<file path="config.mk">
export PLATFORM = sky130hd
export DESIGN_NAME = dual_chan_ptr_if
export DESIGN_NICKNAME = d
export VERILOG_FILES = /design/src/rtl/cptr_pkg.sv /design/src/rtl/cptr_addr_dec.sv /design/src/rtl/cptr_chan_regs.sv /design/src/rtl/dual_chan_ptr_if.sv
export SDC_FILE = /design/constraint.sdc
export NUM_CORES = 1
export LEC_CHECK = 0
export BUFFER_PORTS_ARGS = -buffer_cell sky130_fd_sc_hd__buf_2
export CAP_MARGIN = 20
export CELL_PAD_IN_SITES_DETAIL_PLACEMENT = 1
export CELL_PAD_IN_SITES_GLOBAL_PLACEMENT = 1
export CORE_ASPECT_RATIO = 1.25
export CORE_MARGIN = 2
export CORE_UTILIZATION = 40
export DETAILED_ROUTE_END_ITERATION = 10
export GPL_TIMING_DRIVEN = 0
export PLACE_DENSITY_LB_ADDON = 0.2
export SYNTH_ARGS = -nofsm -noshare
export SYNTH_HDL_FRONTEND = slang
export SYNTH_SLANG_ARGS = --single-unit
</file>
<file path="constraint.sdc">
create_clock -name clk -period 2.9 [get_ports clk]
set_input_delay 0.725 -clock clk [delete_from_list [all_inputs] [get_ports clk]]
set_output_delay 0.725 -clock clk [all_outputs]
set_load 0.02 [all_outputs]
</file>
<file path="src/rtl/cptr_pkg.sv">
package cptr_pkg;

    localparam int PTR_W_DEF  = 4;
    localparam int REG_STAT   = 0;
    localparam int REG_MCMD   = 9;
    localparam int REG_TC_LO  = 12;
    localparam int REG_TC_HI  = 13;

    typedef enum logic [1:0] {
        CMD_NONE     = 2'b00,
        CMD_CLR_B    = 2'b01,
        CMD_CLR_A    = 2'b10,
        CMD_CLR_BOTH = 2'b11
    } mcmd_e;

    typedef struct packed {
        logic       rd;
        logic       wr;
        logic       chan;
        logic       is_data;
        logic [7:0] wbyte;
    } bus_op_t;

    // Per-channel clear mask requested by a command byte; bit i clears channel i.
    function automatic logic [1:0] clear_mask(input logic [7:0] b);
        mcmd_e c;
        c = mcmd_e'(b[7:6]);
        case (c)
            CMD_CLR_B:    return 2'b01;
            CMD_CLR_A:    return 2'b10;
            CMD_CLR_BOTH: return 2'b11;
            default:      return 2'b00;
        endcase
    endfunction

endpackage

</file>
<file path="src/rtl/cptr_addr_dec.sv">
module cptr_addr_dec
    import cptr_pkg::*;
#(
    parameter int SHIFT  = 1,
    parameter int ADDR_W = SHIFT + 2,
    parameter int BUS_W  = 8
) (
    input  logic [ADDR_W-1:SHIFT] bus_addr,
    input  logic [BUS_W-1:0]      bus_wdata,
    input  logic                  bus_rd,
    input  logic                  bus_wr,
    output bus_op_t               op
);

    always_comb begin
        op.is_data = bus_addr[SHIFT];
        op.chan    = bus_addr[SHIFT+1];
        op.wr      = bus_wr;
        op.rd      = bus_rd & ~bus_wr;   // write wins a collision
        op.wbyte   = bus_wdata[7:0];
    end

endmodule

</file>
<file path="src/rtl/cptr_chan_regs.sv">
module cptr_chan_regs
    import cptr_pkg::*;
#(
    parameter int PTR_W  = PTR_W_DEF,
    parameter bit CH_IDX = 1'b0,
    localparam int NREG  = 1 << PTR_W
) (
    input  logic                      clk,
    input  logic                      rst,
    input  logic                      clr,
    input  bus_op_t                   op,
    input  logic [7:0]                stat_in,
    input  logic [7:0]                rx_in,
    output logic [7:0]                rd_byte,
    output logic [NREG-1:0][7:0]      cfg_q,
    output logic [NREG-1:0]           wr_stb,
    output logic [7:0]                tx_hold,
    output logic [1:0]                cmd_req
);

    logic [PTR_W-1:0] ptr;
    logic [7:0]       mir_lo, mir_hi;
    logic             sel, ctrl_wr, ctrl_rd, data_wr, is_cmd;

    assign sel     = (op.chan == CH_IDX);
    assign ctrl_wr = sel & op.wr & ~op.is_data;
    assign ctrl_rd = sel & op.rd & ~op.is_data;
    assign data_wr = sel & op.wr &  op.is_data;
    assign is_cmd  = ctrl_wr && (ptr == PTR_W'(REG_MCMD)) && (clear_mask(op.wbyte) != 2'b00);
    assign cmd_req = is_cmd ? clear_mask(op.wbyte) : 2'b00;

    always_ff @(posedge clk) begin
        if (rst || clr) begin
            ptr     <= '0;
            cfg_q   <= '0;
            wr_stb  <= '0;
            tx_hold <= '0;
            mir_lo  <= '0;
            mir_hi  <= '0;
        end else begin
            wr_stb <= '0;
            if (data_wr)
                tx_hold <= op.wbyte;
            if (ctrl_wr) begin
                if (ptr == '0) begin
                    cfg_q[REG_STAT] <= op.wbyte;
                    wr_stb[REG_STAT] <= 1'b1;
                    ptr <= op.wbyte[PTR_W-1:0];
                end else begin
                    ptr <= '0;
                    if (!is_cmd) begin
                        cfg_q[ptr]  <= op.wbyte;
                        wr_stb[ptr] <= 1'b1;
                        if (ptr == PTR_W'(REG_TC_LO)) mir_lo <= op.wbyte;
                        if (ptr == PTR_W'(REG_TC_HI)) mir_hi <= op.wbyte;
                    end
                end
            end
            if (ctrl_rd && ptr != '0)
                ptr <= '0;
        end
    end

    always_comb begin
        if (op.is_data)
            rd_byte = rx_in;
        else if (ptr == PTR_W'(REG_STAT))
            rd_byte = stat_in;
        else if (ptr == PTR_W'(REG_TC_LO))
            rd_byte = mir_lo;
        else if (ptr == PTR_W'(REG_TC_HI))
            rd_byte = mir_hi;
        else
            rd_byte = 8'h00;
    end

    // a register access consumes the index
    assert_ptr_home_R3: assert property (@(posedge clk) disable iff (rst)
        (sel && !op.is_data && (op.rd || op.wr) && ptr != '0) |=> (ptr == '0));

    // data-port traffic leaves the index alone
    assert_data_keeps_ptr_R5: assert property (@(posedge clk) disable iff (rst)
        (sel && op.is_data && (op.rd || op.wr) && !clr) |=> $stable(ptr));

    // time-constant low write reaches the mirror
    assert_mirror_lo_R6: assert property (@(posedge clk) disable iff (rst)
        (ctrl_wr && ptr == PTR_W'(REG_TC_LO) && !clr) |=> (mir_lo == $past(op.wbyte)));

    // a clear leaves the channel idle
    assert_clear_state_R9: assert property (@(posedge clk) disable iff (rst)
        clr |=> (ptr == '0 && tx_hold == 8'h00 && mir_lo == 8'h00 && mir_hi == 8'h00));

endmodule

</file>
<file path="src/rtl/dual_chan_ptr_if.sv">
module dual_chan_ptr_if
    import cptr_pkg::*;
#(
    parameter int SHIFT  = 1,
    parameter int ADDR_W = SHIFT + 2,
    parameter int BUS_W  = 8,
    parameter int PTR_W  = PTR_W_DEF,
    localparam int NREG  = 1 << PTR_W
) (
    input  logic                          clk,
    input  logic                          rst,
    input  logic [ADDR_W-1:SHIFT]         bus_addr,
    input  logic [BUS_W-1:0]              bus_wdata,
    input  logic                          bus_rd,
    input  logic                          bus_wr,
    input  logic [1:0][7:0]               ch_status,
    input  logic [1:0][7:0]               rx_byte,
    output logic [7:0]                    bus_rdata,
    output logic [1:0][7:0]               tx_byte,
    output logic [1:0][NREG-1:0]          reg_wr_stb,
    output logic [1:0][NREG-1:0][7:0]     cfg_regs
);

    bus_op_t         op;
    logic [1:0][7:0] rd_byte_w;
    logic [1:0][1:0] cmd_req_w;
    logic [1:0]      clr;

    cptr_addr_dec #(.SHIFT(SHIFT), .ADDR_W(ADDR_W), .BUS_W(BUS_W)) u_dec (
        .bus_addr  (bus_addr),
        .bus_wdata (bus_wdata),
        .bus_rd    (bus_rd),
        .bus_wr    (bus_wr),
        .op        (op)
    );

    for (genvar c = 0; c < 2; c++) begin : g_ch
        cptr_chan_regs #(.PTR_W(PTR_W), .CH_IDX(1'(c))) u_chan (
            .clk     (clk),
            .rst     (rst),
            .clr     (clr[c]),
            .op      (op),
            .stat_in (ch_status[c]),
            .rx_in   (rx_byte[c]),
            .rd_byte (rd_byte_w[c]),
            .cfg_q   (cfg_regs[c]),
            .wr_stb  (reg_wr_stb[c]),
            .tx_hold (tx_byte[c]),
            .cmd_req (cmd_req_w[c])
        );
    end

    always_comb begin
        for (int c = 0; c < 2; c++)
            clr[c] = cmd_req_w[0][c] | cmd_req_w[1][c];
    end

    always_ff @(posedge clk) begin
        if (rst)
            bus_rdata <= 8'h00;
        else if (op.rd)
            bus_rdata <= rd_byte_w[op.chan];
    end

    // strobes never overlap
    assert_stb_onehot_R8: assert property (@(posedge clk) disable iff (rst)
        $onehot0(reg_wr_stb));

    // a colliding read is dropped
    assert_rd_drop_R11: assert property (@(posedge clk) disable iff (rst)
        (bus_rd && bus_wr) |=> $stable(bus_rdata));

    // read data moves only after a read
    assert_rd_hold_R10: assert property (@(posedge clk) disable iff (rst)
        !bus_rd |=> $stable(bus_rdata));

endmodule

</file>
==> impl_metrics.py <==
metrics = {
    "place": {
        "placed_cell_area_um2": 16100,
        "io_buffers": 350,
        "gp_congestion": 0.858,
        "detailed_place_hpwl_um": 38000,
        "dp.cells": 2120,
    },
    "grt": {
        "grt_usage_pct": 28.4,
        "grt_max_degree": 13,
        "antenna_found_initial": 5,
        "grt_pass1_vias": 12400,
        "grt_pass1_wl_um": 77800,
        "overflow": 0,
    },
    "finish": {
        "multiInputGateArea_um2": 5960,
        "final_cell_mix": "396 x buf_2, 352 x dfxtp_1, 329 x nor3_1",
        "layout_commonest_cell": "buf_2",
        "final_cell_area_um2": 17200,
        "antennaDiodeCount": 0,
        "layout.nets": 1782,
        "num-fill-cells": 3960,
        "finalNonFillerCells": 2182,
        "syn_to_final_growth_pct": 24.9,
        "drive_gt1_share_pct": 26.8,
        "seqCellArea_um2": 7050,
    },
    "sta": {
        "period_needed_ns": 2.59,
        "finalSetupTns_ns": 0,
        "final-hold-violation-count": 0,
        "fin_crit_sh_pct": 89.5,
        "fin_skew_ns": 0.0227,
        "fmax_mhz": 385,
        "drv_slew": 0,
        "worstMarginPinSlew_ns": 1.15,
        "setup_violations": 0,
        "slew_headroom_pct": 23.2,
        "rsz0062_at_grt": "false",
    },
    "synthesis": {
        "synth_top_cell_by_area": "dfxtp_1",
        "synth_top_flop_cell": "dfxtp_1",
        "synth_top_family_by_area": "multiplexers",
        "synth_cells": 1347,
        "synthMuxAreaShare_pct": 23.0,
        "syn_area_um2": 13800,
        "synth_cell_types": 47,
        "synth_edf_count": 0,
        "syn_area_per_cell_um2": 10.2,
        "yosys_warnings": 0,
        "synth_area_leaders": "dfxtp_1 51%, mux2i_1 23%, nor3_1 12%",
        "yosysSeqAreaShare_pct": 51.2,
        "synth_top_cell_area_share_pct": 51.2,
        "synth_compound_area_share_pct": 2.87,
        "synth-simple-area-share_pct": 17.5,
        "synth_fa_ha_area_share_pct": 0,
        "ys_ff_latch": 352,
        "synthXorXnorAreaFrac_pct": 0,
        "syn-num-nets": 1393,
        "synth-async-reset-ratio_pct": 0,
    },
    "setup_path": {
        "required_ns": 3.29,
        "crit_buf_inv": 3,
        "endpoint_kind": "flop",
        "critPathKind": "flop to flop",
        "r2r_slack_ns": 0.31,
        "crit_cells": 7,
        "critPathLaunchType": "flop",
        "arrival_ns": 2.99,
        "cp_max_fo": 10,
        "max_stage_delay_ns": 0.48,
        "worstRegToRegCells": 7,
        "r2r-start": "g_ch[1].u_chan.ptr[3]",
        "worstSetupEndpoint": "g_ch[0].u_chan.mir_hi[0]",
        "cp_common_cell": "buf_2",
        "critPathLaunch": "g_ch[1].u_chan.ptr[3]",
        "cp_cell_sequence": "nor2b_1, nand3_1, a21boi_1, clkbuf_1, buf_2, buf_2, nor3_1",
        "cpMaxStageDelayCell": "dfxtp_1",
        "crit_family": "buffers and inverters",
        "r2r-end": "g_ch[0].u_chan.mir_hi[0]",
    },
    "floorplan": {
        "pin_count": 358,
        "die_w_um": 170,
        "rows": 75,
        "core-area_um2": 33800,
        "start_util_pct": 40.8,
        "die_h_um": 211,
        "dieArea_um2": 35900,
    },
    "routing": {
        "routed_wirelength_um": 52300,
        "post_drt_wl_per_cell_um": 24.0,
        "drtIter0Drc": 635,
        "ant_nets": 0,
        "via_count": 12000,
        "drc_errors": 0,
        "firstDrtPassIters": 5,
        "viasPerCell": 5.52,
    },
    "clock_network": {
        "clock-root-buffer": "clkbuf_16",
        "cts_resized": 0,
        "cts_buffers": 37,
        "cts_max_level": 2,
        "clk_pin_slew_ns": 0.06,
        "cts_sinks": 352,
        "clock_latency_ns": 0.54,
        "cts_tree": "done",
        "cts_buffer_depth": 3,
        "post_cts_buffers": 0,
        "hold_buffers": 0,
    },
    "hold_path": {
        "worstHoldPathType": "flop to flop",
    },
    "power": {
        "total_power_w": 0.0100,
        "p_leak_nw": 8.28,
        "vdd_drop_max_uv": 396,
        "cellPowerDensity_nw_per_um2": 583,
    },
    "run": {
        "cap_violations": 0,
    },
    "status": {
        "outcome": "complete, no violations",
    },
}
==> how the worst min path moves through the flow <==
stage,end,slack [ns],depth (start not counted),from
floorplan,g_ch[1].u_chan.mir_hi[1],0.49,2,g_ch[1].u_chan.mir_hi[1]
global placement,g_ch[0].u_chan.cfg_q[78],0.42,2,g_ch[0].u_chan.cfg_q[78]
detailed placement,g_ch[0].u_chan.cfg_q[79],0.43,2,g_ch[0].u_chan.cfg_q[79]
CTS,g_ch[0].u_chan.cfg_q[79],0.44,2,g_ch[0].u_chan.cfg_q[79]
global route,g_ch[0].u_chan.cfg_q[79],0.47,2,g_ch[0].u_chan.cfg_q[79]
finish,g_ch[0].u_chan.cfg_q[79],0.44,2,g_ch[0].u_chan.cfg_q[79]
==> per-layer routing <==
metal	GRT usage [%]	up-vias	wire length (um)
met3	6.77	83	3300
met5	0	-	69
met4	8.84	10	1480
met1	34.5	5975	21700
met2	49.6	372	25700
li1	-	5596	-
==> synthesized netlist by cell type, drive strengths merged (2+ instances only) <==
cell type    n
dfxtp      352
and4bb       3
or4          2
nor4         3
a21oi       18
o32ai        2
nand3b       2
nand2b       2
o221ai      13
nand4bb      3
a22oi        8
nand3       27
nor3       338
inv          7
mux2i      316
a31oi        7
nand2        7
clkbuf     109
nor2b        6
nor4b        2
buf         58
and3         7
nand4        3
nor2        21
a21boi       2
nor3b       16
o21ai        2
==> report_power, final <==
part           internal (W)  switching [W]
combinational      0.000145       0.000402
sequential          0.00487      0.0000194
clock               0.00266        0.00193
total               0.00767        0.00235
==> logic make-up after synthesis <==
kind of cell / after synthesis
and+or+nand+nor: 448
DFF: 352
muxes: 316
buffers and inverters: 174
AOI/OAI and AO/OA: 57
==> area by class of cell <==
cell class | instances | area share (%)
Buffer | 167 | 4.26
Clock buffer | 60 | 6.60
Clock inverter | 2 | 0.0800
Inverter | 7 | 0.153
Multi-Input combinational cell | 821 | 34.7
Sequential cell | 352 | 41.0
Tap cell | 423 | 3.08
Timing Repair Buffer | 350 | 10.2
==> through the flow <==
| step | hold WS (ns) | setup WS (ns) | utilization, % |
|---|---|---|---|
| 2_1_floorplan | 0.494 | 0.657 | - |
| 3_5_place_dp | 0.426 | -0.185 | 47.5 |
| 3_3_place_gp | 0.424 | -0.128 | 47.5 |
| 6_report | 0.440 | 0.305 | 50.9 |
| 4_1_cts | 0.436 | 0.306 | 50.9 |
| 5_1_grt | 0.465 | 0.0601 | 50.9 |
==> state kept, by name, summed over array words and instances, names as in the netlist <==
register and count:
g_ch.u_chan.wr_stb 32, bus_rdata 8, g_ch.u_chan.mir_lo 16, g_ch.u_chan.tx_hold 16, g_ch.u_chan.ptr 8, g_ch.u_chan.mir_hi 16
g_ch.u_chan.cfg_q 256
==> worst min-delay path, delay by kind of cell (launching register included) <==
kind	cells	cell delay, ns
simple gates	2	0.08
flops	1	0.31
No activity file was read; power rests on OpenSTA's default activity.
